--- src/rtl/sgd_pkg.sv ---
package sgd_pkg;

  localparam int CMD_MASK_LSB = 16;
  localparam int CTL_IE  = 31;
  localparam int CW_LINK = 31;
  localparam int CW_TCI  = 30;
  localparam int CW_EOTI = 29;
  localparam int CW_ERRI = 28;

  localparam logic [6:0] CMD_ADDR = 7'h40;
  localparam logic [2:0] OFF_CTRL = 3'd0;
  localparam logic [2:0] OFF_DESC = 3'd1;
  localparam logic [2:0] OFF_CNT  = 3'd2;
  localparam logic [2:0] OFF_STAT = 3'd3;

  typedef enum logic [1:0] {
    S_IDLE   = 2'd0,
    S_FETCH  = 2'd1,
    S_XSTART = 2'd2,
    S_XWAIT  = 2'd3
  } walk_state_t;

  typedef enum logic [2:0] {
    F_CTRL = 3'd0,
    F_SRC  = 3'd1,
    F_DST  = 3'd2,
    F_CNT  = 3'd3,
    F_NEXT = 3'd4
  } fetch_idx_t;

  // Units are 1, 2, 4 or 8 bytes wide; wcode is log2 of the byte width.
  function automatic logic [31:0] units_to_bytes(input logic [31:0] units,
                                                 input logic [1:0]  wcode);
    return units << wcode;
  endfunction

  function automatic logic [31:0] field_addr(input logic [31:0] base,
                                             input fetch_idx_t  k);
    return base + {27'b0, k, 2'b00};
  endfunction

  function automatic logic cmpl_armed(input logic [31:0] ctrl,
                                      input logic [31:0] cw,
                                      input logic        eot);
    return ctrl[CTL_IE] && (eot ? cw[CW_EOTI] : cw[CW_TCI]);
  endfunction

  function automatic logic err_armed(input logic [31:0] ctrl,
                                     input logic [31:0] cw);
    return ctrl[CTL_IE] && cw[CW_ERRI];
  endfunction

endpackage

--- src/rtl/sgd_cmd.sv ---
module sgd_cmd
  import sgd_pkg::*;
#(
  parameter int NCH = 2
) (
  input  logic           clk,
  input  logic           rst_n,
  input  logic           we,
  input  logic [NCH-1:0] wr_run,
  input  logic [NCH-1:0] wr_mask,
  input  logic [NCH-1:0] finish,
  output logic [NCH-1:0] run
);

  logic [NCH-1:0] run_q;

  for (genvar c = 0; c < NCH; c++) begin : g_bit
    always_ff @(posedge clk or negedge rst_n) begin
      if (!rst_n)                     run_q[c] <= 1'b0;
      else if (finish[c])             run_q[c] <= 1'b0;
      else if (we && wr_mask[c])      run_q[c] <= wr_run[c];
    end

    // a run bit moves only through a masked write or a chain finish
    p_masked_write_r2: assert property (@(posedge clk) disable iff (!rst_n)
      !$stable(run_q[c]) |-> ($past(we && wr_mask[c]) || $past(finish[c])));
  end

  assign run = run_q;

endmodule

--- src/rtl/sgd_chan.sv ---
module sgd_chan
  import sgd_pkg::*;
#(
  parameter int CNT_W = 16
) (
  input  logic              clk,
  input  logic              rst_n,
  input  logic              en,
  input  logic              we_desc,
  input  logic              we_stat,
  input  logic [31:0]       wdata,
  output logic [31:0]       ctrl_o,
  output logic [31:0]       desc_o,
  output logic [31:0]       cnt_o,
  output logic [31:0]       stat_o,
  output logic              finish,
  output logic              mem_req,
  output logic [31:0]       mem_addr,
  input  logic              mem_ack,
  input  logic [31:0]       mem_rdata,
  input  logic              mem_err,
  output logic              xfer_start,
  output logic [31:0]       xfer_src,
  output logic [31:0]       xfer_dst,
  output logic [CNT_W+2:0]  xfer_bytes,
  input  logic              xfer_done,
  input  logic              xfer_eot,
  input  logic              xfer_err,
  output logic              irq
);

  localparam int BW = CNT_W + 3;

  walk_state_t      state_q;
  fetch_idx_t       idx_q;
  logic [31:0]      desc_q, ctrl_q, src_q, dst_q, cw_q, next_q;
  logic [CNT_W-1:0] rem_q;
  logic             done_pend_q, err_pend_q, fault_q;

  // named internal events
  logic busy, ev_halt, ev_word, ev_ferr, ev_xdone, ev_xok, ev_xbad;
  logic ev_link, ev_end, hit_cmpl, hit_err;

  assign busy     = (state_q != S_IDLE);
  assign ev_halt  = busy && !en;
  assign ev_word  = en && (state_q == S_FETCH) && mem_ack && !mem_err;
  assign ev_ferr  = en && (state_q == S_FETCH) && mem_ack && mem_err;
  assign ev_xdone = en && (state_q == S_XWAIT) && xfer_done;
  assign ev_xok   = ev_xdone && !xfer_err;
  assign ev_xbad  = ev_xdone && xfer_err;
  assign ev_link  = ev_xok && cw_q[CW_LINK];
  assign ev_end   = ev_xok && !cw_q[CW_LINK];
  assign hit_cmpl = ev_xok && cmpl_armed(ctrl_q, cw_q, xfer_eot);
  assign hit_err  = ev_xbad && err_armed(ctrl_q, cw_q);
  assign finish   = ev_end || ev_ferr || ev_xbad;

  // walk sequencer
  always_ff @(posedge clk or negedge rst_n) begin
    if (!rst_n) begin
      state_q <= S_IDLE;
      idx_q   <= F_CTRL;
    end else if (ev_halt) begin
      state_q <= S_IDLE;
    end else begin
      case (state_q)
        S_IDLE: if (en) begin
          state_q <= S_FETCH;
          idx_q   <= F_CTRL;
        end
        S_FETCH: begin
          if (ev_ferr) state_q <= S_IDLE;
          else if (ev_word) begin
            if (idx_q == F_NEXT) state_q <= S_XSTART;
            else                 idx_q   <= fetch_idx_t'(idx_q + 3'd1);
          end
        end
        S_XSTART: state_q <= S_XWAIT;
        S_XWAIT: begin
          if (ev_link) begin
            state_q <= S_FETCH;
            idx_q   <= F_CTRL;
          end else if (ev_end || ev_xbad) begin
            state_q <= S_IDLE;
          end
        end
        default: state_q <= S_IDLE;
      endcase
    end
  end

  // descriptor fields
  always_ff @(posedge clk or negedge rst_n) begin
    if (!rst_n) begin
      ctrl_q <= '0;
      src_q  <= '0;
      dst_q  <= '0;
      cw_q   <= '0;
      next_q <= '0;
      rem_q  <= '0;
    end else begin
      if (ev_word) begin
        case (idx_q)
          F_CTRL: ctrl_q <= mem_rdata;
          F_SRC:  src_q  <= mem_rdata;
          F_DST:  dst_q  <= mem_rdata;
          F_CNT: begin
            cw_q  <= mem_rdata;
            rem_q <= mem_rdata[CNT_W-1:0];
          end
          F_NEXT: next_q <= mem_rdata;
          default: ;
        endcase
      end
      if (ev_xok) rem_q <= '0;
    end
  end

  // descriptor address: software while idle, link while walking
  always_ff @(posedge clk or negedge rst_n) begin
    if (!rst_n)                                desc_q <= '0;
    else if (ev_link)                          desc_q <= next_q;
    else if (we_desc && (state_q == S_IDLE))   desc_q <= wdata;
  end

  // sticky status, write 1 to clear, set wins
  always_ff @(posedge clk or negedge rst_n) begin
    if (!rst_n) begin
      done_pend_q <= 1'b0;
      err_pend_q  <= 1'b0;
      fault_q     <= 1'b0;
    end else begin
      if (hit_cmpl)                 done_pend_q <= 1'b1;
      else if (we_stat && wdata[0]) done_pend_q <= 1'b0;
      if (hit_err)                  err_pend_q  <= 1'b1;
      else if (we_stat && wdata[1]) err_pend_q  <= 1'b0;
      if (ev_ferr || ev_xbad)       fault_q     <= 1'b1;
      else if (we_stat && wdata[2]) fault_q     <= 1'b0;
    end
  end

  assign mem_req    = en && (state_q == S_FETCH);
  assign mem_addr   = field_addr(desc_q, idx_q);
  assign xfer_start = en && (state_q == S_XSTART);
  assign xfer_src   = src_q;
  assign xfer_dst   = dst_q;
  assign xfer_bytes = BW'(units_to_bytes(32'(rem_q), ctrl_q[1:0]));
  assign irq        = done_pend_q || err_pend_q;

  assign ctrl_o = ctrl_q;
  assign desc_o = desc_q;
  assign cnt_o  = {cw_q[31:CNT_W], rem_q};
  assign stat_o = {28'b0, busy, fault_q, err_pend_q, done_pend_q};

  // a transfer begins only right after the last descriptor word arrived
  p_start_after_fetch_r3: assert property (@(posedge clk) disable iff (!rst_n)
    $rose(xfer_start) |-> $past(mem_ack));
  // the start strobe lasts one cycle
  p_start_single_r5: assert property (@(posedge clk) disable iff (!rst_n)
    xfer_start |=> !xfer_start);
  // a finished chain drops its run bit
  p_end_clears_run_r6: assert property (@(posedge clk) disable iff (!rst_n)
    ev_end |=> !en);
  // completion status needs the channel interrupt enable
  p_cmpl_needs_ie_r7: assert property (@(posedge clk) disable iff (!rst_n)
    $rose(done_pend_q) |-> $past(ctrl_q[CTL_IE]));
  // an aborted chain drops its run bit
  p_abort_clears_run_r8: assert property (@(posedge clk) disable iff (!rst_n)
    (ev_xbad || ev_ferr) |=> !en);
  // halting reaches idle in one cycle
  p_halt_idle_r11: assert property (@(posedge clk) disable iff (!rst_n)
    ev_halt |=> !busy);
  // while walking, only a link moves the descriptor address
  p_desc_hold_r12: assert property (@(posedge clk) disable iff (!rst_n)
    (busy && !ev_link) |=> $stable(desc_q));
  // a good transfer leaves no remaining units
  p_rem_zero_r13: assert property (@(posedge clk) disable iff (!rst_n)
    ev_xok |=> (rem_q == '0));

endmodule

--- src/rtl/sgd_walker.sv ---
module sgd_walker
  import sgd_pkg::*;
#(
  parameter int NCH   = 2,   // 1..8 channels
  parameter int CNT_W = 16   // unit count width, at most 24 (flags live above)
) (
  input  logic                   clk,
  input  logic                   rst_n,
  input  logic                   reg_we,
  input  logic [6:0]             reg_addr,
  input  logic [31:0]            reg_wdata,
  output logic [31:0]            reg_rdata,
  output logic [NCH-1:0]         mem_req,
  output logic [32*NCH-1:0]      mem_addr,
  input  logic [NCH-1:0]         mem_ack,
  input  logic [32*NCH-1:0]      mem_rdata,
  input  logic [NCH-1:0]         mem_err,
  output logic [NCH-1:0]         xfer_start,
  output logic [32*NCH-1:0]      xfer_src,
  output logic [32*NCH-1:0]      xfer_dst,
  output logic [(CNT_W+3)*NCH-1:0] xfer_bytes,
  input  logic [NCH-1:0]         xfer_done,
  input  logic [NCH-1:0]         xfer_eot,
  input  logic [NCH-1:0]         xfer_err,
  output logic [NCH-1:0]         irq
);

  localparam int BW = CNT_W + 3;

  logic [2:0]     ch_sel, off;
  logic           cmd_hit, ch_hit;
  logic [NCH-1:0] run, finish;
  logic [31:0]    ctrl_a [NCH];
  logic [31:0]    desc_a [NCH];
  logic [31:0]    cnt_a  [NCH];
  logic [31:0]    stat_a [NCH];

  assign ch_sel  = reg_addr[5:3];
  assign off     = reg_addr[2:0];
  assign cmd_hit = (reg_addr == CMD_ADDR);
  assign ch_hit  = !reg_addr[6] && (int'(ch_sel) < NCH);

  sgd_cmd #(.NCH(NCH)) u_cmd (
    .clk     (clk),
    .rst_n   (rst_n),
    .we      (reg_we && cmd_hit),
    .wr_run  (reg_wdata[NCH-1:0]),
    .wr_mask (reg_wdata[CMD_MASK_LSB +: NCH]),
    .finish  (finish),
    .run     (run)
  );

  for (genvar c = 0; c < NCH; c++) begin : g_ch
    logic sel;
    assign sel = reg_we && ch_hit && (ch_sel == 3'(c));

    sgd_chan #(.CNT_W(CNT_W)) u_chan (
      .clk        (clk),
      .rst_n      (rst_n),
      .en         (run[c]),
      .we_desc    (sel && (off == OFF_DESC)),
      .we_stat    (sel && (off == OFF_STAT)),
      .wdata      (reg_wdata),
      .ctrl_o     (ctrl_a[c]),
      .desc_o     (desc_a[c]),
      .cnt_o      (cnt_a[c]),
      .stat_o     (stat_a[c]),
      .finish     (finish[c]),
      .mem_req    (mem_req[c]),
      .mem_addr   (mem_addr[c*32 +: 32]),
      .mem_ack    (mem_ack[c]),
      .mem_rdata  (mem_rdata[c*32 +: 32]),
      .mem_err    (mem_err[c]),
      .xfer_start (xfer_start[c]),
      .xfer_src   (xfer_src[c*32 +: 32]),
      .xfer_dst   (xfer_dst[c*32 +: 32]),
      .xfer_bytes (xfer_bytes[c*BW +: BW]),
      .xfer_done  (xfer_done[c]),
      .xfer_eot   (xfer_eot[c]),
      .xfer_err   (xfer_err[c]),
      .irq        (irq[c])
    );
  end

  always_comb begin
    reg_rdata = '0;
    if (cmd_hit) begin
      reg_rdata = 32'(run);
    end else if (ch_hit) begin
      for (int c = 0; c < NCH; c++) begin
        if (ch_sel == 3'(c)) begin
          case (off)
            OFF_CTRL: reg_rdata = ctrl_a[c];
            OFF_DESC: reg_rdata = desc_a[c];
            OFF_CNT:  reg_rdata = cnt_a[c];
            OFF_STAT: reg_rdata = stat_a[c];
            default:  reg_rdata = '0;
          endcase
        end
      end
    end
  end

endmodule

--- config.mk ---
export PLATFORM = sky130hd
export DESIGN_NAME = sgd_walker
export DESIGN_NICKNAME = d
export VERILOG_FILES = /design/src/rtl/sgd_pkg.sv /design/src/rtl/sgd_cmd.sv /design/src/rtl/sgd_chan.sv /design/src/rtl/sgd_walker.sv
export SDC_FILE = /design/constraint.sdc
export NUM_CORES = 1
export LEC_CHECK = 0
export ABC_CLOCK_PERIOD_IN_PS = 6730
export BUFFER_PORTS_ARGS = -buffer_cell sky130_fd_sc_hd__buf_2
export CELL_PAD_IN_SITES_DETAIL_PLACEMENT = 1
export CELL_PAD_IN_SITES_GLOBAL_PLACEMENT = 2
export CORE_MARGIN = 1.5
export CORE_UTILIZATION = 40
export DETAILED_ROUTE_END_ITERATION = 16
export GPL_ROUTABILITY_DRIVEN = 0
export PLACE_DENSITY = 0.82
export SYNTH_ARGS = -nofsm -noshare
export SYNTH_HDL_FRONTEND = slang
export SYNTH_HIERARCHICAL = 1
export SYNTH_SLANG_ARGS = --single-unit
--- constraint.sdc ---
create_clock -name clk -period 6.73 [get_ports clk]
set_clock_uncertainty 0.1 [all_clocks]
set_input_delay 1.0095 -clock clk [delete_from_list [all_inputs] [get_ports clk]]
set_output_delay 1.0095 -clock clk [all_outputs]
set_load 0.02 [all_outputs]
==> out/summary.txt, run 1 <==
Status: complete, no violations
Register area: 10100 um2
Setup WS pre-CTS: 2110 ps
Hold Vio Cnt, Final: 0
TritonCTS clock tree: done
Setup WS post-layout: 1980 ps
Critical path arrival: 3640 ps
Post_cts resized: 0
Initial antenna violation count: 6
Post-synthesis compound-gate area fraction: 10.1%
Number of I/O port buffers: 383
Layout cell share with drive strength beyond 1: 40.3%
Hold Path Class: input pin to asynchronous set/reset pin
Mux cell area share after synthesis: 23.1%
CTS root buf: clkbuf_16
Vias post-DR: 15805
CP Depth: 7
Crit start category: input pin
Post-CTS Setup Bufs: 0
Most frequent CP cell: buf_2
Crit Reg-Reg Startpoint: g_ch[0].u_chan/state_q[0]
Slowest stage delay, CP: 800 ps
CTS Hold Bufs: 0
Crit path max fanout: 34
Slowest CP cell: nor3b_4
CP Buf/Inv Count: 3
Mapped Cells: 1775
Die ar.: 54300 um2
Fraction of synthesized cell area in xor and xnor cells: 2.32%
CTS Buf Count: 47
Synth Area per Inst: 11.9 um2
Vias per Instance: 5.59
Top delay family on crit path: simple AND/OR/NAND/NOR gates
Hpwl dp: 53300 um
Multi-input gate area: 10000 um2
Most common cell after layout, fill and taps aside: dfrtp_1
Cells along the critical path: buf_2, buf_4, nor3b_4, nand2_1, o211a_1, nor3_1, buf_2
Nets: 2235
Sequential share of the synthesized area: 47.5%
Final wirelength: 72900 um
Clock Pin Slew Worst Setup and Hold Paths: 60 ps
Worst-Margin Slew: 1240 ps
P&R area growth vs syn: 17.5%
Vias in the first global route: 16703
Cell leakage power: 0.0131 uW
Asr flop ratio synth: 100%
Max frequency: 0.210 GHz
Synth cell types: 69
Synth Register Bits: 402
Clk_lat worst skew: 600 ps
# IOs: 384
Grt ovf: 0
Yosys Warn Count: 6
Largest family of logic cells by synthesized area: multiplexers
Reg2reg setup slack: 4180 ps
Largest net degree at the start of global routing: 123
Most frequent cells in the layout: dfrtp_1 (402), buf_2 (381), mux2_2 (227)
Die X-Extent: 233 um
Crit Reg-Reg Endpoint: g_ch[0].u_chan/ctrl_o[23]
Crit Path Class: input pin to output port
Total global-route track usage: 26.8%
Initial Util: 40.4%
Routed len/inst: 25.8 um
Post-synthesis cell area: 21200 um2
DRT Pass-1 Iters: 5
Peak supply drop: 0.174 mV
Post-Synth Adder-Cell Area: 1.13%
Remaining DRCs: 0
Simple-gate portion of the synthesized area: 9.57%
ANT nets after route: 0
DRT iter0 DRCs: 994
Tcrit/Tclk final: 70.6%
Core area: 52400 um2
H-tree level count: 2
Critical path endpoint category: output port
Setup TNS Final: 0 ps
# rows: 84
P per Cell Area: 238 nW/um2
Fillcell total: 5650
Minimum clock period: 4750 ps
Path depth of the worst reg2reg path: 6
Clock tree sinks: 402
CP required: 5620 ps
Clk buf depth: 3
# setup viols final: 0
Max_cap viols: 0
Slew Viols, Final: 0
Top FF cell, synth: dfrtp_1
First-pass GRT wire length: 108000 um
RSZ-0062 raised after global routing: no
Start point of the critical path: reg_addr[1]
Relative slew slack: 17.0%
EDFF count, synth: 0
Die height: 233 um
worst reg2reg max path: cells and delay by family (launching register included):
family | cells | cell delay, ps
AND/OR/NAND/NOR | 4 | 1110
buffers and inverters | 1 | 410
flip-flops | 1 | 460
multiplexers | 1 | 330
power breakdown:
part | total, uW | switching [uW] | internal (uW)
clock | 2840 | 1060 | 1780
combinational | 520 | 349 | 171
sequential | 2560 | 84.7 | 2480
total | 5920 | 1490 | 4430
layout make-up:
| type | count | area share (%) |
|---|---|---|
| inverters | 23 | 0.347 |
| flip-flops and latches | 402 | 40.4 |
| clock inverters | 21 | 1.35 |
| diodes | 2 | 0.0201 |
| clock buffers | 65 | 5.57 |
| repair buffers | 403 | 8.46 |
| well taps | 688 | 3.46 |
| multi-input cells | 1224 | 40.4 |
routing by layer:
| layer | vias up | part of all wire, % | track usage (%) |
|---|---|---|---|
| met5 | - | 0.032 | 0 |
| met4 | 4 | 3.5 | 10.0 |
| met3 | 126 | 4.7 | 3.47 |
| met2 | 485 | 50 | 45.9 |
| met1 | 8260 | 41 | 34.4 |
| li1 | 6930 | - | - |
worst max path at each step:
| stage | end | slack (ps) |
|---|---|---|
| finish | reg_rdata[15] | 1980 |
| detailed placement | reg_rdata[13] | 2110 |
| global route | reg_rdata[13] | 1900 |
| global placement | reg_rdata[13] | 2190 |
| CTS | reg_rdata[13] | 2090 |
| floorplan | reg_rdata[5] | 3190 |
stage by stage:
step	cell area, um2	instances	power [uW]	utilization [%]	hold WS, ps
floorplan	21400	1829	2870	-	351
global placement	23200	2740	3110	44.2	368
detailed placement	23200	2740	3120	44.2	379
CTS	24900	2826	5980	47.4	390
global route	24900	2826	6120	47.4	411
finish	24900	2828	5920	47.5	382
cells by family (layout without fill, tap and decap cells):
group           Yosys count  count (layout)
compound gates          296             296
xor+xnor                 56              56
fa+ha+maj                18              18
buf+inv                 203             512
flops                   402             402
mux                     386             386
other cells               2              58
simple gates            412             412
Yosys cell counts, types with 8 or more instances:
| cell type | n | area share, % |
|---|---|---|
| nor2b_1 | 25 | 0.74 |
| nor2_1 | 34 | 0.60 |
| ha_1 | 16 | 0.95 |
| mux2_4 | 90 | 6.4 |
| and3_1 | 25 | 0.74 |
| clkbuf_1 | 41 | 0.73 |
| nor3_1 | 10 | 0.24 |
| inv_1 | 23 | 0.41 |
| and4_1 | 9 | 0.37 |
| a21oi_1 | 59 | 1.4 |
| nand2_1 | 221 | 3.9 |
| a22o_1 | 32 | 1.3 |
| nand3_1 | 26 | 0.61 |
| buf_6 | 19 | 1.0 |
| dfrtp_1 | 402 | 48 |
| a211o_1 | 10 | 0.41 |
| o211a_1 | 8 | 0.38 |
| nand4_1 | 15 | 0.44 |
| buf_2 | 24 | 0.57 |
| o311ai_0 | 10 | 0.41 |
| a22oi_1 | 89 | 3.2 |
| xnor2_1 | 46 | 1.9 |
| mux4_2 | 24 | 2.6 |
| a211oi_1 | 21 | 0.74 |
| xor2_1 | 10 | 0.41 |
| mux2i_1 | 45 | 2.1 |
| mux2_2 | 227 | 12 |
| o21ai_0 | 28 | 0.66 |
| buf_4 | 84 | 3.0 |
registers in the layout (all words and copies together), names as in the netlist:
signal and count:
g_ch.u_chan/ctrl_o 64, g_ch.u_chan/cw_q 32, g_ch.u_chan/desc_o 64, g_ch.u_chan/done_pend_q 2, g_ch.u_chan/err_pend_q 2, g_ch.u_chan/fault_q 2
g_ch.u_chan/idx_q 6, g_ch.u_chan/next_q 64, g_ch.u_chan/rem_q 32, g_ch.u_chan/state_q 4, g_ch.u_chan/xfer_dst 64, g_ch.u_chan/xfer_src 64
u_cmd/run 2
Power figures use the tool's default switching activity.
==> run 2: changes to the inputs <==
- ABC_CLOCK_PERIOD_IN_PS: 6730 -> 4750
- CORE_UTILIZATION: 40 -> 37
- PLACE_DENSITY: 0.82 -> 0.77
- clock period: 6.73 -> 4.75 ns (I/O delays scaled with it)
==> out/summary.txt, run 2 (same netlist as run 1, synthesis figures left out) <==
Status: complete, no violations
Routed len/inst: 25.4 um (-1.4%)
Initial antenna violation count: 4 (-2)
TritonCTS clock tree: done
Remaining DRCs: 0 (unchanged)
Clk_lat worst skew: 590 ps (about the same)
Worst-Margin Slew: 1010 ps (-228 ps)
Crit Reg-Reg Endpoint: g_ch[0].u_chan/cw_q[25]
Reg2reg setup slack: 1960 ps (-2220 ps)
ANT nets after route: 0 (unchanged)
Post-route cell area: 24800 um2 (-0.26%)
Max frequency: 0.235 GHz
Tcrit/Tclk final: 89.6%
Crit path max fanout: 6 (-82%)
Clock Pin Slew Worst Setup and Hold Paths: 60 ps (about the same)
Core area: 56500 um2 (+7.7%)
CTS Hold Bufs: 0 (unchanged)
Grt ovf: 0 (unchanged)
Relative slew slack: 32.5% (+15 points)
Peak supply drop: 0.274 mV (+58%)
Crit start category: flip-flop
Nets: 2248 (+0.58%)
CTS Buf Count: 48 (+2.1%)
Crit Path Class: flip-flop to output port
Number of I/O port buffers: 383 (unchanged)
Vias in the first global route: 16755 (+0.31%)
Total global-route track usage: 25.1% (-1.7 points)
H-tree level count: 2 (unchanged)
Final Total Pwr: 7940 uW (+34%)
Minimum clock period: 4260 ps
# setup viols final: 0 (unchanged)
Clock tree sinks: 402 (unchanged)
Die height: 242 um (+3.9%)
Hpwl dp: 53600 um (+0.45%)
# rows: 87 (+3.6%)
Post_cts resized: 0 (unchanged)
Most common cell after layout, fill and taps aside: dfrtp_1
CTS root buf: clkbuf_16
Most frequent cells in the layout: dfrtp_1 (402), buf_2 (381), mux2_2 (227)
Layout cell share with drive strength beyond 1: 40.1% (-0.13 points)
Critical path arrival: 3450 ps (-190 ps)
Cell leakage power: 0.0131 uW (-0.40%)
Die X-Extent: 242 um (+3.9%)
Max_cap viols: 0 (unchanged)
DRT iter0 DRCs: 946 (-4.8%)
Slew Viols, Final: 0 (unchanged)
Clk buf depth: 3 (unchanged)
RSZ-0062 raised after global routing: no
DRT Pass-1 Iters: 5 (unchanged)
Critical path endpoint category: output port
Initial Util: 37.5% (-2.9 points)
Vias post-DR: 15849 (+0.28%)
Hold Vio Cnt, Final: 0 (unchanged)
P&R area growth vs syn: 17.2%
Hold Path Class: input pin to asynchronous set/reset pin
Area after DPL: 23300 um2 (+0.77%)
CP required: 3940 ps (-1680 ps)
Fillcell total: 6092 (+7.8%)
P per Cell Area: 320 nW/um2 (+34%)
Post-CTS Setup Bufs: 0 (unchanged)
Die ar.: 58700 um2 (+8.0%)
Largest net degree at the start of global routing: 106 (-14%)
Crit Reg-Reg Startpoint: g_ch[0].u_chan/state_q[0]
Setup TNS Final: 0 ps (unchanged)
Vias per Instance: 5.46 (-2.3%)
First-pass GRT wire length: 111000 um (+2.9%)
Final wirelength: 73800 um (+1.2%)
Path depth of the worst reg2reg path: 6 (unchanged)
# IOs: 384 (unchanged)
## run 2: changes by cell type in the layout (fill, tap and decap cells not counted), sizes merged
cell,delta
diode,-1
clkinv,-2
bufinv,-8
clkbuf,+7
buf,+12
clkinvlp,-2
## run 2: stage by stage
step | setup WS [ps] | hold slack (ps) | util [%] | instances
2_1_floorplan | 1620 | 317 | - | 1829
3_3_place_gp | 980 | 367 | 41.3 | 2820
3_5_place_dp | 941 | 379 | 41.3 | 2820
4_1_cts | 510 | 130 | 43.9 | 2901
5_1_grt | 352 | 158 | 43.9 | 2901
6_report | 492 | 81.3 | 43.9 | 2902
## run 2: area by class of cell
type / count / area, um2 / area share, %
Antenna cell: 1 / 2.50 / 0.0101
Clock buffer: 72 / 1410 / 5.69
Clock inverter: 9 / 70.1 / 0.282
Inverter: 23 / 86.3 / 0.348
Multi-Input combinational cell: 1224 / 10000 / 40.4
Sequential cell: 402 / 10100 / 40.5
Tap cell: 756 / 946 / 3.81
Timing Repair Buffer: 415 / 2210 / 8.89
## run 2: worst max-delay path by stage
stage,start,end,slack (ps),depth (start not counted)
finish,g_ch[0].u_chan/idx_q[0],mem_addr[22],490,9
global placement,reg_addr[0],reg_rdata[15],980,7
floorplan,g_ch[0].u_chan/idx_q[0],mem_addr[26],1620,9
global route,g_ch[0].u_chan/idx_q[0],mem_addr[26],350,9
detailed placement,reg_addr[0],reg_rdata[27],940,7
CTS,g_ch[0].u_chan/idx_q[0],mem_addr[22],510,9
## run 2: where the power goes
part | switching [uW] | leakage, uW | internal (uW) | total, uW
sequential | 117 | 0.00556 | 3510 | 3620
combinational | 503 | 0.00679 | 250 | 753
clock | 1470 | 0.000737 | 2090 | 3560
total | 2090 | 0.0131 | 5840 | 7940
## run 2: per-layer routing
metal / vias to the layer above / routed length [um] / track usage (%)
li1: 6955 / - / -
met1: 8363 / 32200 / 33.7
met2: 436 / 37000 / 43.2
met3: 89 / 3210 / 3.12
met4: 6 / 1320 / 5.70
met5: - / 39 / 0
## run 2: worst max-delay path, cell delays in order, from the launching register on
cell,delay [ps]
dfrtp_1,440
ha_1,210
inv_1,60
fa_1,410
nand2b_1,230
a211oi_2,540
and2_1,450
nand3_1,160
xnor2_1,160
buf_2,180
==> run 3: changes to the inputs <==
- GPL_TIMING_DRIVEN: not set -> 0
- PLACE_DENSITY: 0.77 -> not set
- PLACE_DENSITY_LB_ADDON: not set -> 0.1
==> out/summary.txt, run 3 (same netlist as run 1, synthesis figures left out) <==
Worst-Margin Slew: 1050 ps (+41.7 ps)
Slew Viols, Final: 0 (unchanged)
Die height: 242 um (unchanged)
Most frequent cells in the layout: buf_2 (405), dfrtp_1 (402), mux2_2 (227)
Hpwl dp: 60500 um (+13%)
Max_cap viols: 0 (unchanged)
Clk buf depth: 3 (unchanged)
Tcrit/Tclk final: 92.8% (+3.2 points)
H-tree level count: 2 (unchanged)
Vias per Instance: 5.36 (-1.8%)
Hold Vio Cnt, Final: 0 (unchanged)
TritonCTS clock tree: done
Crit Reg-Reg Startpoint: g_ch[1].u_chan/idx_q[1]
Cells along the critical path: ha_1, inv_1, fa_1, nand2b_1, a211oi_4, and2_1, clkbuf_1, nand3_1, xnor2_1, buf_2
Critical path endpoint category: output port
Relative slew slack: 29.3% (-3.2 points)
Core Util, Final: 46.0% (+2.0 points)
Die X-Extent: 242 um (unchanged)
# setup viols final: 0 (unchanged)
Number of I/O port buffers: 382 (-0.26%)
DRT iter0 DRCs: 901 (-4.8%)
Crit path max fanout: 6 (unchanged)
Layout cell share with drive strength beyond 1: 42.0% (+1.8 points)
Crit start category: flip-flop
Routed len/inst: 26.1 um (+2.5%)
Nets: 2398 (+6.7%)
Crit Reg-Reg Endpoint: g_ch[1].u_chan/next_q[18]
Status: complete, no violations
Cell leakage power: 0.0138 uW (+5.1%)
Vias post-DR: 16427 (+3.6%)
Minimum clock period: 4410 ps (+151 ps)
P per Cell Area: 318 nW/um2 (-0.45%)
# rows: 87 (unchanged)
Peak supply drop: 0.240 mV (-13%)
Clk_lat worst skew: 590 ps (about the same)
Slowest stage delay, CP: 500 ps (-40 ps)
# IOs: 384 (unchanged)
Setup WS post-layout: 340 ps (-151 ps)
Crit Path Class: flip-flop to output port
P&R area growth vs syn: 22.6%
Clock Pin Slew Worst Setup and Hold Paths: 60 ps (about the same)
Slowest CP cell: a211oi_4
Initial Util: 37.5% (unchanged)
Hold Path Class: input pin to asynchronous set/reset pin
RSZ-0062 raised after global routing: no
DRT Pass-1 Iters: 6 (+1)
Core area: 56500 um2 (unchanged)
Path depth of the worst reg2reg path: 6 (unchanged)
Max frequency: 0.227 GHz (-3.4%)
Critical path arrival: 3600 ps (+150 ps)
Total global-route track usage: 27.1% (+2.1 points)
CTS root buf: clkbuf_16
Start point of the critical path: g_ch[0].u_chan/idx_q[0]
Final wirelength: 79800 um (+8.1%)
ANT nets after route: 0 (unchanged)
Most common cell after layout, fill and taps aside: buf_2
CP required: 3940 ps (about the same)
CTS Buf Count: 48 (unchanged)
First-pass GRT wire length: 118000 um (+6.2%)
Initial antenna violation count: 8 (+4)
Clock tree sinks: 402 (unchanged)
Grt ovf: 0 (unchanged)
Remaining DRCs: 0 (unchanged)
Reg2reg setup slack: 2240 ps (+280 ps)
Setup TNS Final: 0 ps (unchanged)
Setup WS pre-CTS: 835 ps (-106 ps)
Vias in the first global route: 17443 (+4.1%)
Die ar.: 58700 um2 (unchanged)
Largest net degree at the start of global routing: 112 (+5.7%)
-- run 3: changes by cell type in the layout (fill, tap and decap cells not counted), sizes merged --
cell    delta
clkinv     +2
inv        +2
diode      +1
bufinv     +1
clkbuf    +46
buf      +108
-- run 3: per-layer routing --
metal  up-vias  global-route usage, %  wire length [um]
met3       112                   4.67              4020
met5         -                      0                76
li1       7274                      -                 -
met2       450                   45.2             38600
met4        12                   6.80              1890
met1      8579                   36.6             35200
-- run 3: through the flow --
stage,cell area (um2),total power (uW),hold WS [ps],instances
finish,26000,8260,16.5,3062
global route,26000,8550,70.9,3060
CTS,26000,8370,42.2,3060
detailed placement,24300,4520,377,2970
global placement,24200,4500,366,2967
floorplan,21400,4060,317,1829
-- run 3: critical path: cells and delay by family (launching register included) --
family	cells	cell delay, ps
xor gates and xnor gates	1	190
adders and majority gates	2	630
DFF	1	460
AOI/OAI and AO/OA	1	500
and+or+nand+nor	3	640
buffers and inverters	3	560
-- run 3: cell type report --
cell class / count / area, um2
well taps: 756 / 946
flip-flops and latches: 402 / 10100
plain buffers: 180 / 1220
clock inverters: 14 / 128
clock buffers: 76 / 1500
repair buffers: 385 / 2000
diodes: 2 / 5.00
multi-input cells: 1224 / 10000
inverters: 23 / 86.3
fillers: 6181 / 30500
-- run 3: repair_timing --
item,CTS,global route
hold buffers,0,0
gates resized for setup,0,1
setup endpoints to repair,0,1
setup buffers,0,0
-- run 3: worst max-delay path by stage --
stage,end,cells past startpoint
CTS,mem_addr[22],10
global route,mem_addr[22],10
finish,mem_addr[22],10
detailed placement,mem_addr[22],10
global placement,g_ch[1].u_chan/xfer_dst[9],1
floorplan,mem_addr[26],9
-- run 3: where the power goes --
group	total (uW)	switching, uW	internal, uW
combinational	830	537	292
sequential	3620	117	3510
clock	3810	1540	2270
total	8260	2200	6070
